**src/rtl/rst_seq_pkg.sv**
```systemverilog
package rst_seq_pkg;

   typedef enum logic [1:0] {
      SQ_IDLE   = 2'd0,
      SQ_RST    = 2'd1,
      SQ_LOAD   = 2'd2,
      SQ_SETTLE = 2'd3
   } sq_state_t;

   function automatic int imax(input int a, input int b);
      return (a > b) ? a : b;
   endfunction

endpackage

```
**src/rtl/rst_seq_cnt.sv**
```systemverilog
module rst_seq_cnt #(
   parameter int W = 8
) (
   input  logic         clk,
   input  logic         rst_n,
   input  logic         ld,
   input  logic [W-1:0] ld_val,
   output logic         zero
);

   logic [W-1:0] q;

   always_ff @(posedge clk or negedge rst_n) begin
      if (!rst_n) begin
         q <= '0;
      end else if (ld) begin
         q <= ld_val;
      end else if (q != '0) begin
         q <= q - 1'b1;
      end
   end

   assign zero = (q == '0);

endmodule

```
**src/rtl/rst_seq_soft.sv**
```systemverilog
module rst_seq_soft
   import rst_seq_pkg::*;
#(
   parameter int SOFT_CYC    = 16,
   parameter int EXTRA_A_CYC = 8,
   parameter int EXTRA_B_CYC = 4,
   parameter int LDR_TMO_CYC = 32,
   parameter bit TMO_EN      = 1'b1,
   parameter int CW          = 8
) (
   input  logic clk,
   input  logic rst_n,
   input  logic go_soft,
   input  logic bus_sel,
   input  logic ldr_done,
   output logic dom_rst,
   output logic busy,
   output logic active,
   output logic hold,
   output logic soft_go,
   output logic strap_cap,
   output logic ldr_req,
   output logic ldr_mac_only,
   output logic ldr_err
);

   sq_state_t     state_q, state_d;
   logic          por_q;
   logic          full_q;
   logic          err_q;
   logic          cnt_ld;
   logic [CW-1:0] cnt_val;
   logic          cnt_zero;
   logic          tmo_hit;
   logic [CW-1:0] extra_v;

   rst_seq_cnt #(.W(CW)) i_cnt (
      .clk   (clk),
      .rst_n (rst_n),
      .ld    (cnt_ld),
      .ld_val(cnt_val),
      .zero  (cnt_zero)
   );

   generate
      if (TMO_EN) begin : g_tmo
         assign tmo_hit = cnt_zero;
      end else begin : g_no_tmo
         assign tmo_hit = 1'b0;
      end
   endgenerate

   assign extra_v = bus_sel ? CW'(EXTRA_B_CYC - 1) : CW'(EXTRA_A_CYC - 1);
   assign soft_go = go_soft && (state_q == SQ_IDLE) && !por_q;

   always_comb begin
      state_d = state_q;
      cnt_ld  = 1'b0;
      cnt_val = '0;
      unique case (state_q)
         SQ_IDLE: begin
            if (por_q) begin
               state_d = SQ_LOAD;
               cnt_ld  = 1'b1;
               cnt_val = CW'(LDR_TMO_CYC - 1);
            end else if (soft_go) begin
               state_d = SQ_RST;
               cnt_ld  = 1'b1;
               cnt_val = CW'(SOFT_CYC - 1);
            end
         end
         SQ_RST: begin
            if (cnt_zero) begin
               state_d = SQ_LOAD;
               cnt_ld  = 1'b1;
               cnt_val = CW'(LDR_TMO_CYC - 1);
            end
         end
         SQ_LOAD: begin
            if (ldr_done) begin
               state_d = SQ_SETTLE;
               cnt_ld  = 1'b1;
               cnt_val = extra_v;
            end else if (tmo_hit) begin
               state_d = SQ_IDLE;
            end
         end
         SQ_SETTLE: begin
            if (cnt_zero) begin
               state_d = SQ_IDLE;
            end
         end
         default: state_d = SQ_IDLE;
      endcase
   end

   always_ff @(posedge clk or negedge rst_n) begin
      if (!rst_n) begin
         state_q <= SQ_IDLE;
         por_q   <= 1'b1;
         full_q  <= 1'b0;
         err_q   <= 1'b0;
      end else begin
         state_q <= state_d;
         por_q   <= 1'b0;
         if (por_q) begin
            full_q <= 1'b1;
         end else if (soft_go) begin
            full_q <= 1'b0;
         end
         if ((state_q == SQ_IDLE) && (por_q || soft_go)) begin
            err_q <= 1'b0;
         end else if ((state_q == SQ_LOAD) && !ldr_done && tmo_hit) begin
            err_q <= 1'b1;
         end
      end
   end

   assign dom_rst      = (state_q == SQ_RST);
   assign busy         = (state_q == SQ_RST) || (state_q == SQ_LOAD);
   assign active       = (state_q != SQ_IDLE);
   assign hold         = active || por_q || soft_go;
   assign strap_cap    = por_q;
   assign ldr_req      = (state_q == SQ_LOAD);
   assign ldr_mac_only = (state_q == SQ_LOAD) && !full_q;
   assign ldr_err      = err_q;

endmodule

```
**src/rtl/rst_seq_phy.sv**
```systemverilog
module rst_seq_phy #(
   parameter int PHY_CYC = 8,
   parameter int PW      = 4
) (
   input  logic clk,
   input  logic rst_n,
   input  logic hold,
   input  logic req_host,
   input  logic req_pdn,
   output logic rst_o,
   output logic keep_o,
   output logic stat_o
);

   logic          pend_q;
   logic          pend_keep_q;
   logic          act_q;
   logic          keep_q;
   logic          any_req;
   logic          keep_mrg;
   logic          start;
   logic          cnt_zero;

   assign any_req  = req_host || req_pdn;
   assign keep_mrg = (pend_q ? pend_keep_q : 1'b1) && !req_host;
   assign start    = !act_q && !hold && (pend_q || any_req);

   rst_seq_cnt #(.W(PW)) i_cnt (
      .clk   (clk),
      .rst_n (rst_n),
      .ld    (start),
      .ld_val(PW'(PHY_CYC - 1)),
      .zero  (cnt_zero)
   );

   always_ff @(posedge clk or negedge rst_n) begin
      if (!rst_n) begin
         pend_q      <= 1'b0;
         pend_keep_q <= 1'b0;
         act_q       <= 1'b0;
         keep_q      <= 1'b0;
      end else if (act_q) begin
         if (cnt_zero) begin
            act_q  <= 1'b0;
            keep_q <= 1'b0;
         end
      end else if (pend_q || any_req) begin
         if (hold) begin
            pend_q      <= 1'b1;
            pend_keep_q <= keep_mrg;
         end else begin
            act_q       <= 1'b1;
            keep_q      <= keep_mrg;
            pend_q      <= 1'b0;
            pend_keep_q <= 1'b0;
         end
      end
   end

   assign rst_o  = act_q;
   assign keep_o = act_q && keep_q;
   assign stat_o = act_q || pend_q;

endmodule

```
**src/rtl/rst_seq_ctrl.sv**
```systemverilog
module rst_seq_ctrl
   import rst_seq_pkg::*;
#(
   parameter int NPHY        = 2,
   parameter int STRAP_W     = 4,
   parameter int SOFT_CYC    = 14750,
   parameter int EXTRA_A_CYC = 13750,
   parameter int EXTRA_B_CYC = 4250,
   parameter int PHY_CYC     = 2750,
   parameter int LDR_TMO_CYC = 100000,
   parameter bit TMO_EN      = 1'b1
) (
   input  logic               clk,
   input  logic               rst_n,
   input  logic               ctl_wr,
   input  logic               ctl_soft,
   input  logic [NPHY-1:0]    ctl_phy,
   input  logic [NPHY-1:0]    pdn_exit,
   input  logic               ldr_bus_sel,
   input  logic [STRAP_W-1:0] straps_in,
   input  logic               ldr_done,
   input  logic               tx_err_evt,
   input  logic               rx_err_evt,
   output logic               rst_host_if,
   output logic               rst_host_mac,
   output logic               rst_sysreg_lo,
   output logic               busy,
   output logic               seq_stat,
   output logic               ldr_req,
   output logic               ldr_mac_only,
   output logic               ldr_err,
   output logic [STRAP_W-1:0] straps_q,
   output logic               tx_err_flag,
   output logic               rx_err_flag,
   output logic [NPHY-1:0]    phy_rst,
   output logic [NPHY-1:0]    phy_keep_regs,
   output logic [NPHY-1:0]    phy_stat
);

   localparam int SEQ_MAX = imax(imax(SOFT_CYC, LDR_TMO_CYC), imax(EXTRA_A_CYC, EXTRA_B_CYC));
   localparam int CW      = $clog2(SEQ_MAX + 1);
   localparam int PW      = $clog2(PHY_CYC + 1);

   generate
      if (NPHY < 1) begin : g_bad_nphy
         $error("rst_seq_ctrl: NPHY must be at least 1");
      end
      if (STRAP_W < 1) begin : g_bad_strap
         $error("rst_seq_ctrl: STRAP_W must be at least 1");
      end
      if ((SOFT_CYC < 1) || (PHY_CYC < 1) || (LDR_TMO_CYC < 1)) begin : g_bad_cyc
         $error("rst_seq_ctrl: reset and timeout intervals must be at least one cycle");
      end
      if ((EXTRA_A_CYC < 1) || (EXTRA_B_CYC < 1)) begin : g_bad_extra
         $error("rst_seq_ctrl: settle intervals must be at least one cycle");
      end
   endgenerate

   logic dom_rst;
   logic seq_hold;
   logic soft_go;
   logic strap_cap;
   logic err_clr;

   rst_seq_soft #(
      .SOFT_CYC   (SOFT_CYC),
      .EXTRA_A_CYC(EXTRA_A_CYC),
      .EXTRA_B_CYC(EXTRA_B_CYC),
      .LDR_TMO_CYC(LDR_TMO_CYC),
      .TMO_EN     (TMO_EN),
      .CW         (CW)
   ) i_soft (
      .clk         (clk),
      .rst_n       (rst_n),
      .go_soft     (ctl_wr && ctl_soft),
      .bus_sel     (ldr_bus_sel),
      .ldr_done    (ldr_done),
      .dom_rst     (dom_rst),
      .busy        (busy),
      .active      (seq_stat),
      .hold        (seq_hold),
      .soft_go     (soft_go),
      .strap_cap   (strap_cap),
      .ldr_req     (ldr_req),
      .ldr_mac_only(ldr_mac_only),
      .ldr_err     (ldr_err)
   );

   genvar gi;
   generate
      for (gi = 0; gi < NPHY; gi++) begin : g_phy
         rst_seq_phy #(
            .PHY_CYC(PHY_CYC),
            .PW     (PW)
         ) i_phy (
            .clk     (clk),
            .rst_n   (rst_n),
            .hold    (seq_hold),
            .req_host(ctl_wr && ctl_phy[gi]),
            .req_pdn (pdn_exit[gi]),
            .rst_o   (phy_rst[gi]),
            .keep_o  (phy_keep_regs[gi]),
            .stat_o  (phy_stat[gi])
         );
      end
   endgenerate

   assign err_clr = soft_go || dom_rst;

   always_ff @(posedge clk or negedge rst_n) begin
      if (!rst_n) begin
         straps_q    <= '0;
         tx_err_flag <= 1'b0;
         rx_err_flag <= 1'b0;
      end else begin
         if (strap_cap) begin
            straps_q <= straps_in;
         end
         if (err_clr) begin
            tx_err_flag <= 1'b0;
            rx_err_flag <= 1'b0;
         end else begin
            if (tx_err_evt) tx_err_flag <= 1'b1;
            if (rx_err_evt) rx_err_flag <= 1'b1;
         end
      end
   end

   assign rst_host_if   = dom_rst;
   assign rst_host_mac  = dom_rst;
   assign rst_sysreg_lo = dom_rst;

endmodule

```
**config.mk**
```make
export PLATFORM = sky130hd
export DESIGN_NAME = rst_seq_ctrl
export DESIGN_NICKNAME = d
export VERILOG_FILES = /design/src/rtl/rst_seq_pkg.sv /design/src/rtl/rst_seq_cnt.sv /design/src/rtl/rst_seq_soft.sv /design/src/rtl/rst_seq_phy.sv /design/src/rtl/rst_seq_ctrl.sv
export SDC_FILE = /design/constraint.sdc
export NUM_CORES = 1
export LEC_CHECK = 0
export BUFFER_PORTS_ARGS = -buffer_cell sky130_fd_sc_hd__buf_2
export CELL_PAD_IN_SITES_DETAIL_PLACEMENT = 1
export CELL_PAD_IN_SITES_GLOBAL_PLACEMENT = 1
export CORE_MARGIN = 1
export CORE_UTILIZATION = 45
export CTS_CLUSTER_DIAMETER = 80
export DETAILED_ROUTE_END_ITERATION = 16
export GPL_ROUTABILITY_DRIVEN = 0
export PLACE_DENSITY_LB_ADDON = 0.1
export SETUP_SLACK_MARGIN = 0.05
export SYNTH_ARGS = -nofsm -noshare
export SYNTH_HDL_FRONTEND = slang
export SYNTH_SLANG_ARGS = --single-unit
export TNS_END_PERCENT = 50
```
**constraint.sdc**
```tcl
create_clock -name clk -period 2.7 [get_ports clk]
set_clock_uncertainty 0.2 [all_clocks]
set_input_delay 0 -clock clk [delete_from_list [all_inputs] [get_ports clk]]
set_output_delay 0 -clock clk [all_outputs]
set_load 0.01 [all_outputs]
```
==> results of run 1 <==
==> synth_stat cells (3+ instances only) <==
library cell,number
xnor2_1,14
clkbuf_1,5
or4_1,7
a31oi_1,5
nand2_1,40
nor2b_1,4
mux2_2,5
o21ai_0,19
o21ai_1,5
nor3_1,13
inv_1,16
nand3_1,12
and3_1,3
o31ai_1,5
a22o_1,3
nand2b_1,4
dfrtp_1,59
nor4_1,5
ha_1,12
nand3b_1,4
nor2_1,30
and2_1,6
a21oi_1,14
buf_4,8
or3_1,8
xor2_1,9
==> path summary, 6_finish.rpt <==
kind / start / end / slack, ns / depth (start not counted)
setup / recovery: i_soft.state_q[1]$_DFFE_PN0P_ / g_phy[1].i_phy.pend_keep_q$_DFFE_PN0P_ / 0.17 / 9
hold / removal: rst_n / g_phy[1].i_phy.i_cnt.q[3]$_DFFE_PN0P_ / 0.02 / 2
setup reg to reg: i_soft.state_q[1]$_DFFE_PN0P_ / g_phy[1].i_phy.pend_keep_q$_DFFE_PN0P_ / 0.17 / 9
hold reg to reg: i_soft.full_q$_DFFE_PN0N_ / i_soft.full_q$_DFFE_PN0N_ / 0.29 / 1
max in group asynchronous: rst_n / i_soft.strap_cap$_DFF_PN1_ / 1.61 / 3
min in group clk: tx_err_evt / tx_err_flag$_DFFE_PN0P_ / 0.21 / 3
==> worst max-delay path, stage by stage, from the launching register on <==
cell and delay (ns):
dfrtp_2 0.45, inv_2 0.09, ha_2 0.21, nand2b_1 0.11, nand2b_4 0.16, buf_4 0.16
a31oi_1 0.16, o21ai_0 0.09, a22o_1 0.21, dlygate4sd3_1 0.57
==> metrics by stage <==
stage | total power [mW] | utilization | instances | cell area (um2)
detailed placement | 2.56 | 0.502 | 481 | 3640
CTS | 3.39 | 0.555 | 516 | 4020
global placement | 2.51 | 0.502 | 481 | 3640
floorplan | 2.20 | - | 354 | 3360
finish | 3.42 | 0.559 | 518 | 4050
global route | 3.66 | 0.559 | 518 | 4050
==> cell families after synthesis <==
| logic type | Yosys count |
|---|---|
| muxes | 5 |
| and+or+nand+nor | 148 |
| DFF | 60 |
| other | 1 |
| AOI/OAI and AO/OA | 73 |
| adders and majority gates | 12 |
| buffers and inverters | 32 |
| xor gates and xnor gates | 23 |
==> repair_timing <==
item / in CTS / in global routing
setup endpoints to repair: 0 / 1
hold endpoints to repair: 82 / 0
buffers inserted: 0 / 2
gates resized for setup: 0 / 6
hold buffers: 20 / 0
==> metal layers <==
layer / routed length (um) / global-route usage / up-vias
met2: 4420 / 0.436 / 38
met1: 3880 / 0.300 / 1412
met3: 241 / 0.0588 / 15
li1: - / - / 1366
met5: 0 / 0 / -
met4: 164 / 0.0850 / 0
==> sequential cells by signal (all words and copies together), names as in the netlist, 2 cells and up <==
| register | cells |
|---|---|
| straps_q | 4 |
| g_phy.i_phy.rst_o | 2 |
| g_phy.i_phy.pend_keep_q | 2 |
| i_soft.state_q | 2 |
| i_soft.i_cnt.q | 17 |
| g_phy.i_phy.pend_q | 2 |
| g_phy.i_phy.keep_q | 2 |
| g_phy.i_phy.i_cnt.q | 24 |
==> cell type report <==
cell class / count / area [um2] / area share
Multi-Input combinational cell: 262 / 1710 / 0.422
Sequential cell: 60 / 1510 / 0.372
Timing Repair Buffer: 66 / 470 / 0.116
Clock buffer: 13 / 149 / 0.0368
Tap cell: 99 / 124 / 0.0306
Inverter: 16 / 60.1 / 0.0148
Clock inverter: 2 / 35.0 / 0.00865
==> power by group through the flow <==
stage | clock [mW] | sequential (mW) | combinational, mW
6_report | 0.798 | 1.41 | 1.22
4_1_cts | 0.817 | 1.40 | 1.18
3_3_place_gp | 0 | 1.40 | 1.11
3_5_place_dp | 0 | 1.41 | 1.14
5_1_grt | 0.860 | 1.44 | 1.36
2_1_floorplan | 0 | 1.35 | 0.850
==> flow_summary.toml, run 1 <==
[yosys]
netlist.area_leader.share = 0.439
synth_xor_xnor_area_share = 0.0599
synthCells = 354
synth_compound_area_frac = 0.150
yosysUniqueCellTypes = 58
synth_area_leader_cell = "dfrtp_1"
synthAdderAreaFrac = 0.0447
async_flop_share = 1.00
synth-edff-count = 0
synth_top_family_by_area = "simple AND/OR/NAND/NOR gates"
ys_ff_latch = 60
ys_warn_count = 0
yosys_most_used_dff = "dfrtp_1"
yosysSeqAreaShare = 0.447
avgSynthCellArea_um2 = 9.49
syn_area_um2 = 3360
yosys-top-cells-area = "dfrtp_1 (44%), ha_1 (4.5%), nand2_1 (4.5%), xnor2_1 (3.6%), nor2_1 (3.4%)"
synthMuxAreaShare = 0.0168
synth_nets = 382
yosys.area_share.simple = 0.233

[drt]
num_vias = 2831
drt-initial-drc-count = 79
drcViolationCount = 0
wire_per_inst_um = 16.8
drt.antenna.violating_nets = 0
drt-total-wl_um = 8710
post_drt_via_cell_ratio = 5.47
firstDrtPassIters = 4

[cells_and_area]
final_common_cell = "dfrtp_1"
fill_cells = 854
drive_above_1_share = 0.200
diodes = 0
fin_nets = 443
area_delta_synth_final_pct = 20.6
final_cell_mix = "dfrtp_1 (57), nand2_1 (40), buf_2 (35)"

[die]
die_h_um = 88.4
die_x_um = 88.4
coreArea_um2 = 7250
placementRows = 31
ios = 36
start_util = 0.463
die-area_um2 = 7820

[critical_path]
end_kind = "register"
cp-start-kind = "register"
crit_type = "register to register"
crit_fanout = 8
cp.required_ns = 2.72
arrival_ns = 2.55

[power_and_ir_drop]
power.density_nw_per_um2 = 844
p_sw_frac = 0.371
peakVddDrop_mv = 0.440
seq_power_share = 0.411
switchingPower_mw = 1.27
power.internal_mw = 2.15
combPwrFrac = 0.356
leakage_nw = 1.77
power_frac_clock = 0.233

[global_route]
grt_pass1_vias = 3003
antenna_found_initial = 0
grt_overflow = 0
grt_pass1_wl_um = 14500
track_usage = 0.249
grt_max_degree = 37

[sta]
setup_tns_ns = 0
finalMaxSlewViolations = 0
timing.final.hold_violations = 0
hold_slack_ns = 0.0164
relSlewSlack = 0.563
rsz0062_at_grt = "no"
setup_ws_ns = 0.166
max_freq_ghz = 0.395
min_period_ns = 2.53
tightest_slew_ns = 0.646
final-setup-viol-count = 0
fin_crit_sh = 0.939

[cts]
cts-root-buf = "clkbuf_8"
cts_tree = "built"
cts_buffer_depth = 2
clock_sinks = 60
cts_max_level = 3
clk_latency_ns = 0.34
cts_made_buffers = 9
clk_transition_reported_paths_ns = 0.07

[place]
dpl.hpwl_um = 6020
dp_slack_ns = 0.251
portBuffers = 35

[job]
drv_cap = 0

[outcome]
outcome = "finished clean"

[min_path]
hp-class = "input port to async pin"
Power figures use the tool's default switching activity.
==> run 2: changes to the inputs <==
- CORE_MARGIN: 1 -> 2
==> run 2 against run 1 <==
Worst hold slack got worse by 0.0068 ns. Clock power increased by 5.8%. Power increased by 0.43%. Wire length increased by 1.9%. Largest cell class unchanged. Register-to-register slack improved by 0.02 ns. Clock-buffer cell count decreased by 1.
==> flow_summary.toml, run 2 (synthesis gave the netlist of run 1 again) <==
[cts]
cts_max_level = 3
clock_sinks = 60
cts_tree = "built"
cts_buffer_depth = 2
clk_latency_ns = 0.35
clk_transition_reported_paths_ns = 0.07
post-cts-setup-buffers = 0
cts-root-buf = "clkbuf_8"
cts_made_buffers = 9

[place]
place_area_um2 = 3630
dp_slack_ns = 0.223
dpl.hpwl_um = 6170
dp.cells = 482
portBuffers = 35

[sta]
setup_ws_ns = 0.186
rsz0062_at_grt = "no"
setup_tns_ns = 0
finalMaxSlewViolations = 0
final-setup-viol-count = 0
relSlewSlack = 0.586
timing.final.hold_violations = 0
tightest_slew_ns = 0.612
min_period_ns = 2.51
hold_slack_ns = 0.00957
max_freq_ghz = 0.398
fin_crit_sh = 0.931

[cells_and_area]
registers.top_by_ff_count = "g_phy.i_phy.i_cnt.q"
drive_above_1_share = 0.193
ff_latch_area_um2 = 1500
final_util = 0.559
largestRegisters = "g_phy.i_phy.i_cnt.q: 24 flops, i_soft.i_cnt.q: 17 flops, straps_q: 4 flops"
multi_input_area_um2 = 1700
largest_reg_flops = 24
area_delta_synth_final_pct = 20.6
final_area_um2 = 4050
diodes = 0
final_cell_mix = "dfrtp_1 (59), nand2_1 (40), buf_2 (35)"
final_common_cell = "dfrtp_1"
fin_nets = 443
final_cell_count_no_fill = 519
fill_cells = 868

[critical_path]
cp.required_ns = 2.75
end_kind = "register"
crit_fanout = 7
cp-start-kind = "register"
arrival_ns = 2.56
crit_type = "register to register"

[global_route]
grt_max_degree = 30
use_met3 = 0.0284
grt_pass1_vias = 3113
grt_overflow = 0
grt.busiest_layer = "met2"
grt_pass1_wl_um = 15200
grt_use_met2 = 0.410
track_usage = 0.233
grtUsageMet1 = 0.287
antenna_found_initial = 0

[job]
drv_cap = 0

[die]
ios = 36
die-area_um2 = 8180
die_x_um = 90.4
placementRows = 31
start_util = 0.463
die_h_um = 90.4
coreArea_um2 = 7250

[drt]
drcViolationCount = 0
num_vias = 2842
wire_per_inst_um = 17.1
firstDrtPassIters = 4
drt.antenna.violating_nets = 0
post_drt_via_cell_ratio = 5.48
drt-total-wl_um = 8870
drt-initial-drc-count = 121

[power_and_ir_drop]
power.internal_mw = 2.15
seq_power_share = 0.409
power_frac_clock = 0.246
power_mw = 3.44
p_sw_frac = 0.374
switchingPower_mw = 1.28
combPwrFrac = 0.345
power.density_nw_per_um2 = 848
leakage_nw = 1.77
peakVddDrop_mv = 0.418

[outcome]
outcome = "finished clean"

[min_path]
hp-class = "input port to async pin"
-- run 2: changes by cell type in the layout (fill, tap and decap cells not counted), moves of 2 or more --
| cell | before | now |
|---|---|---|
| clkbuf_1 | 3 | 1 |
| dfrtp_1 | 57 | 59 |
| dfrtp_2 | 2 | 0 |
| inv_1 | 14 | 16 |
| inv_2 | 2 | 0 |
-- run 2: final timing paths --
path / start / cells past startpoint / endpoint / slack [ns]
min: rst_n / 3 / g_phy[1].i_phy.i_cnt.q[11]$_DFFE_PN0P_ / 0.01
max: i_soft.i_cnt.q[6]$_DFFE_PN0P_ / 5 / i_soft.i_cnt.q[13]$_DFFE_PN0P_ / 0.19
min in group clk: rx_err_evt / 3 / rx_err_flag$_DFFE_PN0P_ / 0.21
max reg2reg: i_soft.i_cnt.q[6]$_DFFE_PN0P_ / 5 / i_soft.i_cnt.q[13]$_DFFE_PN0P_ / 0.19
min reg2reg: i_soft.full_q$_DFFE_PN0N_ / 1 / i_soft.full_q$_DFFE_PN0N_ / 0.29
max in group asynchronous: rst_n / 3 / g_phy[0].i_phy.i_cnt.q[6]$_DFFE_PN0P_ / 1.37
-- run 2: area by class of cell --
class / count / share of cell area
clock buffers: 12 / 0.0383
clock inverters: 4 / 0.0117
inverters: 16 / 0.0148
multi-input cells: 262 / 0.420
flip-flops and latches: 60 / 0.371
well taps: 99 / 0.0306
repair buffers: 66 / 0.114
-- run 2: routing by layer --
metal	wire (um)	part of all wire
met5	0	0
met4	189	0.021
met3	191	0.022
met2	4550	0.51
met1	3940	0.44
-- run 2: power groups by stage --
stage,Sequential (mW),Combinational [mW],Clock [mW]
final,1.40,1.19,0.844
after floorplan,1.35,0.850,0
after global routing,1.44,1.33,0.894
after detailed placement,1.41,1.15,0
after global placement,1.40,1.11,0
after CTS,1.40,1.19,0.857
-- run 2: critical path: stages (launching register included) --
cell and delay, ns:
dfrtp_1 0.46, or4_4 0.55, or3_1 0.49, o311ai_4 0.46, o21ai_1 0.16, o31ai_1 0.10
-- run 2: timing repair --
action,CTS,global route
setup endpoints to repair,0,1
hold endpoints to repair,82,0
hold buffers,21,0
gates resized for setup,0,1
==> run 3: changes to the inputs <==
- CORE_UTILIZATION: 45 -> 46
- SYNTH_HIERARCHICAL: default -> 1
==> run 3 against run 2 <==
Non-clock buffer count rose by 9. Area after synthesis grew 8.8%. Combinational power decreased by 93%. Critical path type unchanged. Critical endpoint is now i_soft/i_cnt/q[13]$_DFFE_PN0P_. Largest power group unchanged. Highest routed layer unchanged.
==> flow_summary.toml, run 3 <==
[yosys]
netlist.area_leader.share = 0.404
yosysSeqAreaShare = 0.411
synth_area_leader_cell = "dfrtp_1"
ys_warn_count = 6
syn_area_um2 = 3660
ys_ff_latch = 60
async_flop_share = 1.00
synth-edff-count = 0
yosysUniqueCellTypes = 64
yosys-top-cells-area = "dfrtp_1 (40%), nand2_1 (4.4%), o31ai_1 (3.9%), xnor2_1 (3.8%), ha_1 (3.8%)"
yosys_most_used_dff = "dfrtp_1"
synthCells = 378
avgSynthCellArea_um2 = 9.67
yosysMostFrequentCell = "dfrtp_1"
ys_top_cells_by_count = "dfrtp_1 (59), nand2_1 (43), o31ai_1 (19)"

[cts]
cts-root-buf = "clkbuf_8"
cts_buffer_depth = 2
clk_transition_reported_paths_ns = 0.07
cts_max_level = 3
cts_made_buffers = 9
cts_tree = "built"
clock_sinks = 60
clk_latency_ns = 0.34

[die]
ios = 36
die_h_um = 93.2
placementRows = 32
coreArea_um2 = 7730
start_util = 0.473
die-area_um2 = 8680
die_x_um = 93.2

[drt]
drcViolationCount = 0
num_vias = 3219
drt-initial-drc-count = 82
post_drt_via_cell_ratio = 5.54
drt.antenna.violating_nets = 0
firstDrtPassIters = 4
drt-total-wl_um = 10000
wire_per_inst_um = 17.3

[cells_and_area]
largest_reg_flops = 24
fill_cells = 898
diodes = 0
final_util = 0.592
fin_nets = 501
area_delta_synth_final_pct = 25.2
final_area_um2 = 4580
ff_latch_area_um2 = 1500
largestRegisters = "g_phy.i_phy/i_cnt/q: 24 flops, i_soft/i_cnt/q: 17 flops, straps_q: 4 flops"
final_cell_mix = "dfrtp_1 (59), nand2_1 (43), buf_2 (35)"
final_common_cell = "dfrtp_1"
registers.top_by_ff_count = "g_phy.i_phy/i_cnt/q"
drive_above_1_share = 0.230
multi_input_area_um2 = 2140

[critical_path]
regToRegEndpoint = "i_soft/i_cnt/q[13]$_DFFE_PN0P_"
r2r_cells = 12
arrival_ns = 2.59
cp-start-kind = "register"
crit_type = "register to register"
r2r_slack_ns = 0.13
end_kind = "register"
r2r_start = "i_soft/i_cnt/q[0]$_DFFE_PN0P_"
cp.required_ns = 2.72
crit_fanout = 7

[min_path]
hold_path_end = "i_soft/full_q$_DFFE_PN0P_"
whs_path_depth = 4
hp-class = "input port to register"
min-delay-start = "ctl_soft"

[global_route]
grt_max_degree = 34
grt_pass1_vias = 3362
grtUsageMet1 = 0.292
grt_pass1_wl_um = 16300
use_met3 = 0.0435
antenna_found_initial = 0
grt.busiest_layer = "met2"
track_usage = 0.242
grt_use_met2 = 0.426
grt_overflow = 0

[outcome]
outcome = "finished clean"

[sta]
final-setup-viol-count = 0
timing.final.hold_violations = 0
fin_crit_sh = 0.951
max_freq_ghz = 0.389
rsz0062_at_grt = "yes"
tightest_slew_ns = 0.772
min_period_ns = 2.57
setup_tns_ns = 0
finalMaxSlewViolations = 0
relSlewSlack = 0.485
setup_ws_ns = 0.132

[power_and_ir_drop]
power.density_nw_per_um2 = 377
power_mw = 1.73
peakVddDrop_mv = 0.181
leakage_nw = 1.89

[place]
portBuffers = 35
dp_slack_ns = 0.0824
dpl.hpwl_um = 6920
place_area_um2 = 4120

[job]
drv_cap = 0
## run 3: cell types whose count changed in the layout (fill, tap and decap cells not counted), sizes merged, moves of 6 or more
cell | previous run | this run
o31a | 2 | 9
nor4 | 7 | 14
buf | 45 | 57
inv | 16 | 22
o31ai | 5 | 20
nand3 | 12 | 5
nor2 | 30 | 16
conb | 1 | 27
## run 3: cell type report
cell class                      count  area share
Tap cell                          102      0.0279
Inverter                           22      0.0180
Sequential cell                    60       0.328
Multi-Input combinational cell    306       0.467
Clock buffer                       11      0.0309
Timing Repair Buffer               75       0.122
Clock inverter                      5     0.00601
## run 3: what timing repair did
item,in CTS,in global routing
setup buffers,0,8
gates resized for setup,1,8
endpoints found under the hold margin,51,0
pin swaps,0,3
gates cloned,0,1
endpoints found under the setup margin,1,20
hold buffers,17,0
## run 3: kinds of logic after synthesis
kind of cell / after synthesis / share of synthesized area
compound gates: 99 / 0.191
flops: 60 / 0.411
fa+ha+maj: 11 / 0.0376
buf+inv: 34 / 0.0394
mux: 8 / 0.0240
other cells: 5 / 0.00513
simple gates: 140 / 0.242
xor+xnor: 21 / 0.0503
## run 3: critical path: stages, from the launching register on
cell	delay (ns)
dfrtp_1	0.39
inv_1	0.13
ha_4	0.17
nor4b_4	0.25
nand2b_1	0.14
nor3_2	0.26
nand2_1	0.11
a21o_1	0.23
o21ai_4	0.17
buf_6	0.17
nand2b_1	0.05
o41ai_1	0.07
nor3b_1	0.10
## run 3: per-stage QoR
stage	hold slack, ns	std cells
2_1_floorplan	-0.496	400
3_3_place_gp	-0.0866	539
3_5_place_dp	-0.0797	539
4_1_cts	0.00298	572
5_1_grt	0.0368	581
6_report	0.0143	581
## run 3: report_power, final
group / internal, mW / switching, mW / leakage (nW) / total, mW
logic: 0.0387 / 0.0480 / 1.11 / 0.0867
registers: 0.908 / 0.00830 / 0.688 / 0.917
clock network: 0.352 / 0.370 / 0.0889 / 0.722
total: 1.30 / 0.427 / 1.89 / 1.73
## run 3: worst max path at each step
stage                                              start                        endpoint  slack [ns]  depth (start not counted)
after floorplan            i_soft/i_cnt/q[0]$_DFFE_PN0P_   i_soft/i_cnt/q[5]$_DFFE_PN0P_         0.1                         12
after global placement    i_soft/i_cnt/q[13]$_DFFE_PN0P_   i_soft/i_cnt/q[1]$_DFFE_PN0P_        0.25                          9
after detailed placement  i_soft/i_cnt/q[13]$_DFFE_PN0P_   i_soft/i_cnt/q[1]$_DFFE_PN0P_        0.08                          9
after CTS                  i_soft/i_cnt/q[0]$_DFFE_PN0P_   i_soft/i_cnt/q[1]$_DFFE_PN0P_        0.08                         11
after global routing       i_soft/i_cnt/q[0]$_DFFE_PN0P_  i_soft/i_cnt/q[13]$_DFFE_PN0P_       -0.01                         12
final                      i_soft/i_cnt/q[0]$_DFFE_PN0P_  i_soft/i_cnt/q[13]$_DFFE_PN0P_        0.13                         12
## run 3: layer usage
layer | part of all wire | wire length (um) | vias up
met1 | 0.44 | 4370 | 1615
met4 | 0.016 | 159 | 0
li1 | - | - | 1530
met3 | 0.030 | 303 | 19
met5 | 0 | 0 | -
met2 | 0.52 | 5210 | 55
